==> config.mk <==
export PLATFORM = sky130hd
export DESIGN_NAME = pwm_gen_top
export DESIGN_NICKNAME = d
export VERILOG_FILES = /design/src/rtl/pwm_gen_pkg.sv /design/src/rtl/pwm_prescaler.sv /design/src/rtl/pwm_timebase.sv /design/src/rtl/pwm_duty_buf.sv /design/src/rtl/pwm_out_stage.sv /design/src/rtl/pwm_gen_top.sv
export SDC_FILE = /design/constraint.sdc
export NUM_CORES = 1
export LEC_CHECK = 0
export BUFFER_PORTS_ARGS = -buffer_cell sky130_fd_sc_hd__buf_2
export CAP_MARGIN = 20
export CORE_MARGIN = 2
export CORE_UTILIZATION = 50
export DETAILED_ROUTE_END_ITERATION = 8
export PLACE_DENSITY = 0.7
export SLEW_MARGIN = 20
export SYNTH_ARGS = -nofsm -noshare
export SYNTH_HDL_FRONTEND = slang
export SYNTH_HIERARCHICAL = 1
export SYNTH_SLANG_ARGS = --single-unit
==> constraint.sdc <==
create_clock -name clk_i -period 3.73 [get_ports clk_i]
set_clock_uncertainty 0.15 [all_clocks]
set_input_delay 1.119 -clock clk_i [delete_from_list [all_inputs] [get_ports clk_i]]
set_output_delay 1.119 -clock clk_i [all_outputs]
set_load 0.01 [all_outputs]
==> src/rtl/pwm_gen_pkg.sv <==
package pwm_gen_pkg;
  localparam logic [2:0] MODE_PWM     = 3'b110;
  localparam logic [2:0] MODE_PWM_FLT = 3'b111;
  localparam int unsigned PSC_W       = 8;

  function automatic logic is_pwm(input logic [2:0] mode);
    return (mode == MODE_PWM) || (mode == MODE_PWM_FLT);
  endfunction

  // terminal prescale count: ratio minus one
  function automatic logic [PSC_W-1:0] psc_last(input logic [1:0] sel);
    case (sel)
      2'd0:    return PSC_W'(0);
      2'd1:    return PSC_W'(7);
      2'd2:    return PSC_W'(63);
      default: return PSC_W'(255);
    endcase
  endfunction
endpackage

==> src/rtl/pwm_prescaler.sv <==
module pwm_prescaler
  import pwm_gen_pkg::*;
(
  input  logic       clk_i,
  input  logic       rst_ni,
  input  logic       en_i,
  input  logic [1:0] sel_i,
  output logic       tick_o
);
  logic [PSC_W-1:0] cnt_q;

  assign tick_o = en_i && (cnt_q >= psc_last(sel_i));

  always_ff @(posedge clk_i or negedge rst_ni) begin
    if (!rst_ni)                cnt_q <= '0;
    else if (!en_i || tick_o)   cnt_q <= '0;
    else                        cnt_q <= cnt_q + 1'b1;
  end

  p_psc_idle_r7: assert property (@(posedge clk_i) disable iff (!rst_ni)
    !en_i |=> (cnt_q == '0));
endmodule

==> src/rtl/pwm_timebase.sv <==
module pwm_timebase #(
  parameter int unsigned CNT_W = 16
) (
  input  logic             clk_i,
  input  logic             rst_ni,
  input  logic             en_i,
  input  logic             tick_i,
  input  logic             per_we_i,
  input  logic [CNT_W-1:0] wdata_i,
  output logic [CNT_W-1:0] cnt_o,
  output logic             match_o
);
  logic [CNT_W-1:0] per_q, cnt_q;

  assign match_o = tick_i && (cnt_q >= per_q);
  assign cnt_o   = cnt_q;

  always_ff @(posedge clk_i or negedge rst_ni) begin
    if (!rst_ni)      per_q <= '0;
    else if (per_we_i) per_q <= wdata_i;
  end

  always_ff @(posedge clk_i or negedge rst_ni) begin
    if (!rst_ni)      cnt_q <= '0;
    else if (!en_i)   cnt_q <= '0;
    else if (match_o) cnt_q <= '0;
    else if (tick_i)  cnt_q <= cnt_q + 1'b1;
  end

  p_wrap_r1: assert property (@(posedge clk_i) disable iff (!rst_ni)
    match_o |=> (cnt_q == '0));
  p_hold_r2: assert property (@(posedge clk_i) disable iff (!rst_ni)
    (en_i && !tick_i) |=> $stable(cnt_q));
endmodule

==> src/rtl/pwm_duty_buf.sv <==
module pwm_duty_buf
  import pwm_gen_pkg::*;
#(
  parameter int unsigned CNT_W = 16
) (
  input  logic             clk_i,
  input  logic             rst_ni,
  input  logic [2:0]       mode_i,
  input  logic             match_i,
  input  logic             sec_we_i,
  input  logic             pri_we_i,
  input  logic [CNT_W-1:0] wdata_i,
  output logic [CNT_W-1:0] pri_o
);
  logic [CNT_W-1:0] sec_q, pri_q;
  logic             pri_wr_ok;

  assign pri_wr_ok = pri_we_i && !is_pwm(mode_i);
  assign pri_o     = pri_q;

  always_ff @(posedge clk_i or negedge rst_ni) begin
    if (!rst_ni)       sec_q <= '0;
    else if (sec_we_i) sec_q <= wdata_i;
  end

  always_ff @(posedge clk_i or negedge rst_ni) begin
    if (!rst_ni)        pri_q <= '0;
    else if (pri_wr_ok) pri_q <= wdata_i;
    else if (match_i)   pri_q <= sec_q;
  end

  p_load_r3: assert property (@(posedge clk_i) disable iff (!rst_ni)
    (match_i && !pri_wr_ok) |=> (pri_q == $past(sec_q)));
  p_ro_r4: assert property (@(posedge clk_i) disable iff (!rst_ni)
    (is_pwm(mode_i) && !match_i) |=> $stable(pri_q));
endmodule

==> src/rtl/pwm_out_stage.sv <==
module pwm_out_stage
  import pwm_gen_pkg::*;
#(
  parameter int unsigned CNT_W     = 16,
  parameter bit          HAS_FAULT = 1'b1
) (
  input  logic             clk_i,
  input  logic             rst_ni,
  input  logic [2:0]       mode_i,
  input  logic             fault_ni,
  input  logic             fault_clr_i,
  input  logic [CNT_W-1:0] cnt_i,
  input  logic [CNT_W-1:0] pri_i,
  output logic             pwm_o,
  output logic             fault_o
);
  logic blk;

  generate
    if (HAS_FAULT) begin : g_flt
      logic flt_q, flt_now;
      assign flt_now = (mode_i == MODE_PWM_FLT) && !fault_ni;
      assign blk     = flt_q || flt_now;
      assign fault_o = flt_q;

      always_ff @(posedge clk_i or negedge rst_ni) begin
        if (!rst_ni)                       flt_q <= 1'b0;
        else if (flt_now)                  flt_q <= 1'b1;
        else if (fault_clr_i && fault_ni)  flt_q <= 1'b0;
      end

      p_fault_set_r9: assert property (@(posedge clk_i) disable iff (!rst_ni)
        flt_now |=> fault_o);
      p_fault_sticky_r10: assert property (@(posedge clk_i) disable iff (!rst_ni)
        (fault_o && !(fault_clr_i && fault_ni)) |=> fault_o);
    end else begin : g_noflt
      assign blk     = 1'b0;
      assign fault_o = 1'b0;
    end
  endgenerate

  assign pwm_o = is_pwm(mode_i) && !blk && (cnt_i < pri_i);

  p_zero_low_r5: assert property (@(posedge clk_i) disable iff (!rst_ni)
    (pri_i == '0) |-> !pwm_o);
  p_fault_off_r10: assert property (@(posedge clk_i) disable iff (!rst_ni)
    fault_o |-> !pwm_o);
  p_nonpwm_low_r8: assert property (@(posedge clk_i) disable iff (!rst_ni)
    !is_pwm(mode_i) |-> !pwm_o);
endmodule

==> src/rtl/pwm_gen_top.sv <==
module pwm_gen_top
  import pwm_gen_pkg::*;
#(
  parameter int unsigned CNT_W     = 16,
  parameter bit          HAS_FAULT = 1'b1
) (
  input  logic             clk_i,
  input  logic             rst_ni,
  input  logic             tb_en_i,
  input  logic [1:0]       psc_sel_i,
  input  logic [2:0]       mode_i,
  input  logic             per_we_i,
  input  logic             sec_we_i,
  input  logic             pri_we_i,
  input  logic [CNT_W-1:0] wdata_i,
  input  logic             fault_ni,
  input  logic             fault_clr_i,
  output logic             pwm_o,
  output logic             match_irq_o,
  output logic             fault_o,
  output logic [CNT_W-1:0] duty_o
);
  logic             tick, match, irq_q;
  logic [CNT_W-1:0] cnt, pri;

  pwm_prescaler u_psc (
    .clk_i (clk_i), .rst_ni(rst_ni), .en_i(tb_en_i),
    .sel_i (psc_sel_i), .tick_o(tick)
  );

  pwm_timebase #(.CNT_W(CNT_W)) u_tb (
    .clk_i (clk_i), .rst_ni(rst_ni), .en_i(tb_en_i), .tick_i(tick),
    .per_we_i(per_we_i), .wdata_i(wdata_i), .cnt_o(cnt), .match_o(match)
  );

  pwm_duty_buf #(.CNT_W(CNT_W)) u_duty (
    .clk_i (clk_i), .rst_ni(rst_ni), .mode_i(mode_i), .match_i(match),
    .sec_we_i(sec_we_i), .pri_we_i(pri_we_i), .wdata_i(wdata_i), .pri_o(pri)
  );

  pwm_out_stage #(.CNT_W(CNT_W), .HAS_FAULT(HAS_FAULT)) u_out (
    .clk_i (clk_i), .rst_ni(rst_ni), .mode_i(mode_i), .fault_ni(fault_ni),
    .fault_clr_i(fault_clr_i), .cnt_i(cnt), .pri_i(pri),
    .pwm_o (pwm_o), .fault_o(fault_o)
  );

  always_ff @(posedge clk_i or negedge rst_ni) begin
    if (!rst_ni) irq_q <= 1'b0;
    else         irq_q <= match;
  end

  assign match_irq_o = irq_q;
  assign duty_o      = pri;

  p_irq_at_zero_r6: assert property (@(posedge clk_i) disable iff (!rst_ni)
    match_irq_o |-> (cnt == '0));
  p_irq_needs_en_r7: assert property (@(posedge clk_i) disable iff (!rst_ni)
    match_irq_o |-> $past(tb_en_i));
endmodule

# Word-level counts from Yosys, hierarchy flattened

Index checks and enable logic that the tools add are counted.
W data, S select, Z words.

Bits in registers: 74
Output and inout bits: 19
Logic and storage cells: 43

$add $sub $neg: 2
$lt $le $gt $ge: 3
Equal/unequal tests: 5
Muxes and demuxes: 9
Reductions and logical operators: 17

Operator list:

| cell                    | count |
|---|---|
| $mux W16                | 5 |
| $pmux W8 S3             | 1 |
| $add A16 B1 Y16 const B | 1 |
| $ge A16 B16 Y1          | 1 |
| $lt A16 B16 Y1          | 1 |
| $add A8 B1 Y8 const B   | 1 |
| $ge A8 B8 Y1            | 1 |
| $mux W8                 | 1 |
| $logic_and A1 B1 Y1     | 7 |
| $eq A3 B3 Y1 const B    | 2 |
| $logic_not A1 Y1        | 4 |
| $reduce_bool A2 Y1      | 2 |
| $logic_or A1 B1 Y1      | 3 |
| $ne A3 B1 Y1 const B    | 1 |
| $eq A2 B1 Y1 const B    | 1 |
| $eq A2 B2 Y1 const B    | 1 |
| $logic_not A2 Y1        | 1 |
| $mux W1                 | 2 |

# Longest topological paths before layout

Gate-level depths: netlist (run 1).

Word-level depth: 7
Depth in mapped cells: 14
Gate-level depth less buffers: 12

# By module

Netlist (run 1), hierarchy kept.

Modules (own cells, without submodules):

| module        | instances | cells an instance | area an instance (um^2) | seq. area each (um^2) |
|---|---|---|---|---|
| pwm_timebase  | 1         | 225               | 1,973.1                 | 800.8 |
| pwm_duty_buf  | 1         | 87                | 1,483.9                 | 800.8 |
| pwm_prescaler | 1         | 54                | 506.7                   | 200.2 |
| pwm_out_stage | 1         | 55                | 419.2                   | 25.0 |
| pwm_gen_top   | 1         | 1                 | 25.0                    | 25.0 |

# Worst setup path before layout (run 1)

Ideal clock, no wire load.

Path type: input -> register
From: input psc_sel_i[1]
To: register u_duty.pri_q[10], in the netlist u_duty/pri_o[10]
Setup time: 0.125 ns
Arrival: 3.839 ns
Required time: 3.455 ns
Slack: -0.384 ns
Stages: 14
Buffers on the path: 5
Path through: nor2_1 > ha_1 > or2_0 > a221o_1 > o22a_1 > buf_6 > o31a_1 > clkbuf_1 > clkbuf_1 > nor2b_1 > buf_6 > buf_12 > mux2_4 > mux2_4

Cells in the longest elaborated chain, start to end: 6
Elaborated cells between the ends (all ways): 8

RTL lines:

| element                              | line                | text |
|---|---|---|
| start: declaration                   | pwm_gen_top.sv:10   | `input logic [1:0] psc_sel_i,` |
| $eq A2 B2 Y1 (tied with other cells) | pwm_gen_pkg.sv:12   | `case (sel)` |
| $pmux W8 S3 (*)                      | pwm_gen_pkg.sv:12   |  |
| $ge A8 B8 Y1 (*)                     | pwm_prescaler.sv:12 | `assign tick_o = en_i && (cnt_q >= psc_last(sel_i));` |
| $logic_and A1 B1 Y1 (*)              | pwm_prescaler.sv:12 |  |
| named net tick                       | pwm_gen_top.sv:23   | `logic tick, match, irq_q;` |
| $logic_and A1 B1 Y1 (*)              | pwm_timebase.sv:15  | `assign match_o = tick_i && (cnt_q >= per_q);` |
| named net match                      | pwm_gen_top.sv:23   |  |
| $reduce_bool A2 Y1 (no line) (*)     | --                  |  |
| end signal: assignment               | pwm_duty_buf.sv:28  | `else if (pri_wr_ok) pri_q <= wdata_i;` |
| end signal: assignment               | pwm_duty_buf.sv:29  | `else if (match_i) pri_q <= sec_q;` |
| end: declaration                     | pwm_duty_buf.sv:15  | `logic [CNT_W-1:0] sec_q, pri_q;` |

The timed path passes the listed nets; every way through them passes the cells marked *.
A chain may end at the register's enable or synchronous reset.

# Worst setup path in the final report (run 1)

From: register u_tb.cnt_q[13], in the netlist u_tb/cnt_o[13]
To: output pwm_o

Cells in the longest elaborated chain, start to end: 2

RTL lines:

| element                  | line                | text |
|---|---|---|
| start: declaration       | pwm_timebase.sv:13  | `logic [CNT_W-1:0] per_q, cnt_q;` |
| start signal: assignment | pwm_timebase.sv:27  | `else if (tick_i) cnt_q <= cnt_q + 1'b1;` |
| $lt A16 B16 Y1           | pwm_out_stage.sv:42 | `assign pwm_o = is_pwm(mode_i) && !blk && (cnt_i < pri_i);` |
| $logic_and A1 B1 Y1      | pwm_out_stage.sv:42 |  |
| end: declaration         | pwm_gen_top.sv:18   | `output logic pwm_o,` |

Every way passes these cells.

==> out/results.tsv, run 1 <==
metric	value	unit
outcome	completed	
pin_count	48	
synth_ff_type	dfrtp_1	
wire_per_inst	16.2	microns
ys_async_sr_fraction	100	%
nNetsFinal	532	
antenna_cells	0	
die_height	97.9	microns
placed_cells	564	
clkTransAtPathRegs	0.08	ns
syn_inst	422	
regArea	1850	sq um
area_delta_synth_final	12.1	%
cts_buffers	9	
synth_cell_type_count	58	
powerDensity	388	nW/um^2
die_w	97.9	microns
post-place-ws	-0.133	ns
end_kind	output pin	
drt_iter0_markers	177	
grtUsageTotal	20.8	%
worstPathArrival	2.29	ns
firstDrtPassIters	4	
clockBufferDepth	2	
yosys.area_share.simple	14.4	%
yosys.area.top_type	dfrtp_1	
ys_warn_count	6	
setup_tns	0	ns
grt_pass1_vias	3307	
crit_required	2.46	ns
nFillCells	750	
path_max_fanout	7	
die_area	9580	sq um
post_dp_cell_area	4710	sq um
fin_ws	0.174	ns
row_count	34	
rsz0062_at_grt	no	
remaining_drc_errors	0	
grt_pass1_wl	16.2	mm
totalWireLength	9.42	mm
drv_slew	0	
clkLatencyLatePin	0.36	ns
period_share	95.3	%
netlist.area_leader.share	42.0	%
synth_top_family_by_area	multiplexers	
viasPerCell	5.67	
syn_nets	487	
syn_avg_cell_area	10.4	sq um
drv_cap	0	
finalInstanceArea	4940	sq um
start_kind	register	
hpwl	6.53	mm
ys_top_cells_by_area	dfrtp_1, ha_1, mux2_2	
fmax	281	MHz
finalHoldViolCount	0	
post_cts_buffers	0	
cts_resized	0	
cts.hold.buffers_added	0	
fin_util	57.2	%
max-slew-margin-rel	37.8	%
htree_levels	3	
synth_xor_area_share	1.19	%
setup_violations	0	
cts_tree	built	
synth_fa_ha_area_share	10.2	%
drtAntennaViolNets	0	
worst_pin_slew	0.934	ns
initial_core_util	51.0	%
grt-ovfl-total	0	
vias	3286	
synth_mux_area_share	14.7	%
hold_class	register to register	
portBuffers	47	
yosysSeqAreaShare	42.0	%
drive_gt1_share	26.5	%
synth_compound_area_share	11.6	%
clkSinkCount	74	
fin_crit	3.56	ns
r2r_setup_slack	0.68	ns
irDropWorstVdd	232	uV
core_area	8640	sq um
multiInputGateArea	2310	sq um
cts_root_buffer	clkbuf_8	
grt_antenna_before_repair	0	
ys_ff_latch	74	
p_leak	2.41	nW
grt_max_degree	75	
syn_area	4410	sq um
routabilityCongestion	0.820	
synth_edf_count	0	
stdcell_count	580	
worst-setup-path-type	register to output pin	
## cell families (layout without fill, tap and decap cells)
group,Yosys count,count (layout)
AO/OA/AOI/OAI,76,76
XOR/XNOR,6,6
adder cells (fa/ha/maj),36,36
buffers and inverters,57,107
flip-flops,74,74
multiplexers,51,51
AND/OR/NAND/NOR,122,122
## registers in the layout, summed over array words and instances (netlist names)
register       count
u_duty/pri_o      16
u_duty/sec_q      16
u_tb/cnt_o        16
u_tb/per_q        16
u_psc/cnt_q        8
match_irq_o        1
u_out/fault_o      1
## layout by cell type, fill, tap and decap left out, types with 2 or more instances in the layout
cell	instances
dfrtp_1	74
buf_2	46
inv_1	40
ha_1	36
nand2_1	36
mux2_2	29
o21ai_0	21
mux2_4	20
nor2_1	16
nand3_1	14
nor3_1	12
o21ai_1	11
clkbuf_8	10
nand4_1	8
a21oi_1	8
a31oi_1	6
buf_4	5
and3_1	5
nor2b_1	5
nand3b_1	5
xor2_1	4
a22oi_1	4
nand2b_1	3
a211oi_1	3
a21o_1	3
a221o_1	3
clkinv_4	2
bufinv_16	2
nor4_1	2
xnor2_1	2
nor3b_1	2
and4_1	2
o21a_1	2
mux2i_1	2
o22ai_1	2
## through the flow
stage | power [mW] | hold slack, ns
finish | 1.92 | 0.359
global route | 2.01 | 0.367
CTS | 1.94 | 0.362
detailed placement | 1.22 | 0.342
global placement | 1.20 | 0.334
floorplan | 1.11 | 0.325
## final cells by class
cell class	instances	share of cell area (%)
inverter	40	3.04
tap	108	2.73
clock buffer	10	2.78
sequential	74	37.5
multi-input combinational	291	46.7
clock inverter	6	1.82
timing repair buffer	51	5.42
## cell usage after synthesis, types with 11 or more instances
master	n
ha_1	36
mux2_2	29
nor3_1	12
o21ai_0	21
mux2_4	20
nor2_1	17
nand2_1	36
inv_1	40
o21ai_1	11
nand3_1	14
dfrtp_1	74
## critical path, stage by stage, from the launching register on
cell and delay, ns:
dfrtp_1 0.47, ha_1 0.35, nand4_1 0.12, nor2_1 0.08, a2111o_1 0.40, a311oi_1 0.30, buf_2 0.20
## layer usage
metal / track usage, % / up-vias / part of all wire (%) / wire length (microns)
li1: - / 1591 / - / -
met1: 27.5 / 1617 / 46 / 4360
met2: 34.0 / 63 / 49 / 4570
met3: 3.94 / 15 / 3.3 / 312
met4: 8.01 / 0 / 1.8 / 174
met5: 0 / - / 0 / 0
## report_power, final
part	leakage, nW	switching [mW]	internal (mW)
registers	0.929	0.0413	0.862
clock network	0.112	0.318	0.396
logic	1.36	0.150	0.150
total	2.41	0.509	1.41
## worst paths after layout
check | from | to | cells past startpoint
max | u_tb/cnt_o[13]$_DFFE_PN0P_ | pwm_o | 6
min | u_duty/sec_q[2]$_DFFE_PN0P_ | u_duty/sec_q[2]$_DFFE_PN0P_ | 1
max reg2reg | u_tb/cnt_o[11]$_DFFE_PN0P_ | u_duty/pri_o[15]$_DFFE_PN0P_ | 8
min reg2reg | u_duty/sec_q[2]$_DFFE_PN0P_ | u_duty/sec_q[2]$_DFFE_PN0P_ | 1
max in group asynchronous | rst_ni | u_duty/pri_o[15]$_DFFE_PN0P_ | 1
min in group asynchronous | rst_ni | u_duty/sec_q[10]$_DFFE_PN0P_ | 1
No activity file was read; power rests on OpenSTA's default activity.
==> inputs of run 2 (changes only) <==
Settings changed: CORE_MARGIN 2 to default, CTS_BUF_LIST from default to sky130_fd_sc_hd__clkbuf_16.
==> out/results.tsv, run 2 (same netlist as run 1, synthesis figures left out) <==
metric	value	unit	change
hpwl	6.31	mm	-3.5%
worstPathArrival	2.27	ns	-0.02 ns
rsz0062_at_grt	no		
totalWireLength	9.03	mm	-4.2%
p_total	2.03	mW	+6.1%
grt_antenna_before_repair	0		unchanged
start_kind	register		
grt_pass1_wl	15.4	mm	-4.9%
grt_pass1_vias	3212		-2.9%
die_area	9200	sq um	-4.0%
p_leak	2.44	nW	+1.2%
path_cells	ha_1 -> and3_1 -> a221oi_1 -> o21ai_1 -> a311oi_1 -> buf_2		
switching_share	25.1	%	-1.5 points
grt_max_degree	75		unchanged
finalHoldViolCount	0		unchanged
cts_root_buffer	clkbuf_16		
nNetsFinal	532		unchanged
post-place-ws	-0.0683	ns	+0.0643 ns
top_layer	met4		
grt-ovfl-total	0		unchanged
crit_required	2.46	ns	about the same
critPathMaxStageDelay	0.46	ns	about the same
cts_resized	0		unchanged
wire_per_inst	15.7	microns	-3.5%
outcome	completed		
cts.hold.buffers_added	0		unchanged
cts_tree	built		
vias	3219		-2.0%
row_count	33		-2.9%
die_w	95.9	microns	-2.0%
power_frac_seq	44.5	%	-2.6 points
die_height	95.9	microns	-2.0%
core_area	8380	sq um	-2.9%
path_max_fanout	6		-1
drv_slew	0		unchanged
max-slew-margin-rel	37.1	%	-0.65 points
initial_core_util	52.6	%	+1.5 points
viasPerCell	5.59		-1.4%
hold_class	register to register		
clkTransAtPathRegs	0.05	ns	-0.03 ns
clkSinkCount	74		unchanged
layout_commonest_cell	dfrtp_1		
drt_iter0_markers	221		+25%
fmax	283	MHz	+0.59%
setup_violations	0		unchanged
powerDensity	407	nW/um^2	+4.9%
worst_pin_slew	0.943	ns	+0.00976 ns
wl_met3	378	microns	+21%
irDropWorstVdd	252	uV	+8.5%
drtAntennaViolNets	0		unchanged
p_int	1.52	mW	+8.2%
post_cts_buffers	0		unchanged
combinationalPowerShare	14.5	%	-1.1 points
antenna_cells	0		unchanged
fin_crit	3.54	ns	-0.0209 ns
r2r_setup_slack	0.77	ns	+0.09 ns
portBuffers	47		unchanged
end_kind	output pin		
setup_tns	0	ns	unchanged
drive_gt1_share	26.1	%	-0.37 points
routabilityCongestion	0.828		+1.1%
drv_cap	0		unchanged
finalHoldWorstSlack	0.350	ns	-0.00913 ns
clkPwrFrac	41.0	%	+3.7 points
layout_common_cells	dfrtp_1, buf_2, inv_1, ha_1, nand2_1		
power_switching	0.510	mW	+0.10%
slowest_stage	dfrtp_1		
area_delta_synth_final	13.3	%	
period_share	94.8	%	-0.56 points
grtUsageTotal	21.8	%	+0.96 points
htree_levels	3		unchanged
remaining_drc_errors	0		unchanged
met1_length	4.23	mm	-2.9%
nFillCells	712		-5.1%
clockBufferDepth	2		unchanged
clkLatencyLatePin	0.33	ns	-0.03 ns
firstDrtPassIters	4		unchanged
cts_buffers	9		unchanged
wl_met2	4.34	mm	-5.2%
fin_ws	0.195	ns	+0.0209 ns
pin_count	48		unchanged
worst-setup-path-type	register to output pin		
## run 2: cell count changes in the layout (fill, tap and decap cells not counted)
cell / change
clkbuf_16: +9
clkinv_2: +1
inv_1: +1
clkinv_4: -1
bufinv_16: -1
clkbuf_8: -10
## run 2: area by class of cell
cell class	instances	area [sq um]	share of cell area, %
Clock inverter	6	60.1	1.20
Multi-Input combinational cell	291	2310	46.2
Inverter	40	150	3.01
Timing Repair Buffer	51	268	5.36
Sequential cell	74	1850	37.1
Tap cell	105	131	2.63
Clock buffer	9	225	4.51
## run 2: metrics by stage
stage | util, % | instance area, sq um | std cells
detailed placement | 56.2 | 4710 | 561
floorplan | - | 4440 | 422
global placement | 56.2 | 4710 | 561
global route | 59.6 | 5000 | 576
finish | 59.6 | 5000 | 576
CTS | 59.6 | 5000 | 576
## run 2: worst max-delay path: cells and delay by family (launching register included)
| kind | cells | cell delay (ns) |
|---|---|---|
| compound gates | 3 | 0.75 |
| fa+ha+maj | 1 | 0.33 |
| buf+inv | 1 | 0.20 |
| flops | 1 | 0.46 |
| simple gates | 1 | 0.20 |
## run 2: final timing paths
path                                          endpoint                        start  cells past startpoint
setup / recovery                                 pwm_o    u_tb/cnt_o[6]$_DFFE_PN0P_                      6
hold reg to reg            u_duty/sec_q[0]$_DFFE_PN0P_  u_duty/sec_q[0]$_DFFE_PN0P_                      1
min in group asynchronous   u_tb/per_q[10]$_DFFE_PN0P_                       rst_ni                      1
max in group asynchronous  u_duty/pri_o[8]$_DFFE_PN0P_                       rst_ni                      1
hold / removal             u_duty/sec_q[0]$_DFFE_PN0P_  u_duty/sec_q[0]$_DFFE_PN0P_                      1
setup reg to reg           u_duty/pri_o[3]$_DFFE_PN0P_    u_tb/cnt_o[9]$_DFFE_PN0P_                      8
## run 2: metal layers
metal / GRT usage [%] / up-vias
met5: 0 / -
met4: 5.72 / 0
met3: 4.74 / 8
met2: 36.1 / 67
met1: 28.8 / 1564
li1: - / 1580
## run 2: power groups by stage
stage	combinational [mW]	clock, mW	sequential [mW]
after floorplan	0.191	0	0.920
after global placement	0.287	0	0.916
after detailed placement	0.297	0	0.918
after CTS	0.299	0.845	0.904
after global routing	0.331	0.886	0.912
final	0.295	0.834	0.904
==> inputs of run 3 (changes only) <==
Settings changed: CORE_UTILIZATION 50 to 30, PLACE_DENSITY 0.7 to default.
==> out/results.tsv, run 3 (same netlist as run 1, synthesis figures left out) <==
metric	value	unit	change
firstDrtPassIters	4		unchanged
antenna_cells	0		unchanged
finalHoldViolCount	0		unchanged
clkLatencyLatePin	0.34	ns	about the same
slowest_stage	nor2b_4		
hold_class	register to register		
finalInstanceArea	5060	sq um	+1.2%
placed_cells	636		+13%
post_dp_cell_area	4800	sq um	+2.0%
remaining_drc_errors	0		unchanged
area_delta_synth_final	14.7	%	
layout_common_cells	dfrtp_1, buf_2, inv_1, ha_1, nand2_1		
rsz0062_at_grt	no		
core_area	14100	sq um	+68%
cts_root_buffer	clkbuf_16		
grt_pass1_vias	3386		+5.4%
period_share	95.6	%	+0.82 points
routabilityCongestion	0.769		-7.2%
grtUsageTotal	14.4	%	-7.4 points
path_max_fanout	17		+11
clkTransAtPathRegs	0.05	ns	about the same
worst-setup-path-type	input port to register		
end_kind	register		
worst_pin_slew	0.959	ns	+0.0157 ns
layout_commonest_cell	dfrtp_1		
initial_core_util	31.3	%	-21 points
grt_max_degree	75		unchanged
viasPerCell	5.02		-10%
holdPathStages	1		unchanged
outcome	completed		
vias	3268		+1.5%
setup_violations	0		unchanged
critPathMaxStageDelay	0.62	ns	+0.16 ns
stdcell_count	651		+13%
r2r_cells	8		unchanged
nNetsFinal	532		unchanged
drv_slew	0		unchanged
fmax	280	MHz	-0.86%
portBuffers	47		unchanged
cts_tree	built		
powerDensity	386	nW/um^2	-5.0%
cts_resized	0		unchanged
die_area	15200	sq um	+65%
path_cells	buf_2 -> nor2_4 -> ha_1 -> a21oi_1 -> nor4_1 -> o22a_1 -> o31a_1 -> nor2b_4 -> mux2_2 -> mux2_2		
htree_levels	3		unchanged
die_height	123	microns	+28%
row_count	43		+30%
fin_crit	3.57	ns	+0.0307 ns
p_leak	2.42	nW	-0.56%
grt_pass1_wl	16.5	mm	+7.5%
pin_count	48		unchanged
totalWireLength	9.85	mm	+9.1%
drv_cap	0		unchanged
clockBufferDepth	2		unchanged
cts_buffers	9		unchanged
grt_antenna_before_repair	0		unchanged
max-slew-margin-rel	36.1	%	-1.0 points
clkSinkCount	74		unchanged
die_w	123	microns	+28%
crit_required	3.80	ns	+1.34 ns
grt-ovfl-total	0		unchanged
cts.hold.buffers_added	0		unchanged
drtAntennaViolNets	0		unchanged
wire_per_inst	15.1	microns	-3.5%
hpwl	6.95	mm	+10%
irDropWorstVdd	204	uV	-19%
drt_iter0_markers	171		-23%
start_kind	input port		
critPathMostFrequentCell	mux2_2		
worstPathArrival	3.64	ns	+1.37 ns
drive_gt1_share	25.5	%	-0.64 points
post_cts_buffers	0		unchanged
run 3: cell count changes in the layout (fill, tap and decap cells not counted), sizes merged:
cell,before,now
bufinv,1,0
inv,41,42
run 3: final timing paths:
check	from	endpoint	slack (ns)
min in group asynchronous	rst_ni	u_psc/cnt_q[3]$_DFF_PN0_	0.75
worst min-delay path	u_duty/sec_q[4]$_DFFE_PN0P_	u_duty/sec_q[4]$_DFFE_PN0P_	0.35
max in group asynchronous	rst_ni	u_tb/cnt_o[9]$_DFFE_PN0P_	2.02
worst max register to register	u_psc/cnt_q[1]$_DFF_PN0_	u_duty/pri_o[4]$_DFFE_PN0P_	0.68
worst min register to register	u_duty/sec_q[4]$_DFFE_PN0P_	u_duty/sec_q[4]$_DFFE_PN0P_	0.35
worst max-delay path	psc_sel_i[1]	u_duty/pri_o[4]$_DFFE_PN0P_	0.16
run 3: final cells by class:
class / count / area (sq um)
Clock buffer: 9 / 225
Clock inverter: 6 / 27.5
Fill cell: 1417 / 9040
Inverter: 40 / 150
Multi-Input combinational cell: 291 / 2310
Sequential cell: 74 / 1850
Tap cell: 180 / 225
Timing Repair Buffer: 51 / 268
run 3: per-stage QoR:
stage          worst slack [ns]  power [mW]  util, %  hold slack [ns]  TNS (ns)
6_report                  0.164        1.95     35.9            0.350         0
5_1_grt                  0.0314        2.06     35.9            0.367         0
4_1_cts                   0.133        1.99     35.9            0.353         0
3_5_place_dp             -0.197        1.22     34.1            0.341     -2.28
3_3_place_gp             -0.105        1.21     34.1            0.333     -1.10
2_1_floorplan            -0.233        1.11        -            0.325     -2.72
run 3: worst max-delay path: cells and delay by family:
| kind | cells | cell delay [ns] |
|---|---|---|
| mux | 2 | 0.69 |
| buf+inv | 1 | 0.14 |
| fa+ha+maj | 1 | 0.29 |
| simple gates | 3 | 0.92 |
| compound gates | 3 | 0.48 |
run 3: metal layers:
layer	vias up	global-route usage, %	part of all wire [%]	wire length, microns
li1	1586	-	-	-
met5	-	0	0	0
met3	8	3.83	4.7	461
met1	1606	17.7	45	4430
met2	68	23.8	49	4820
met4	0	5.50	1.3	130
run 3: where the power goes:
part / total (mW) / switching [mW] / leakage (nW) / internal (mW)
sequential: 0.905 / 0.0407 / 0.929 / 0.864
combinational: 0.300 / 0.150 / 1.36 / 0.149
clock: 0.749 / 0.315 / 0.129 / 0.435
total: 1.95 / 0.505 / 2.42 / 1.45
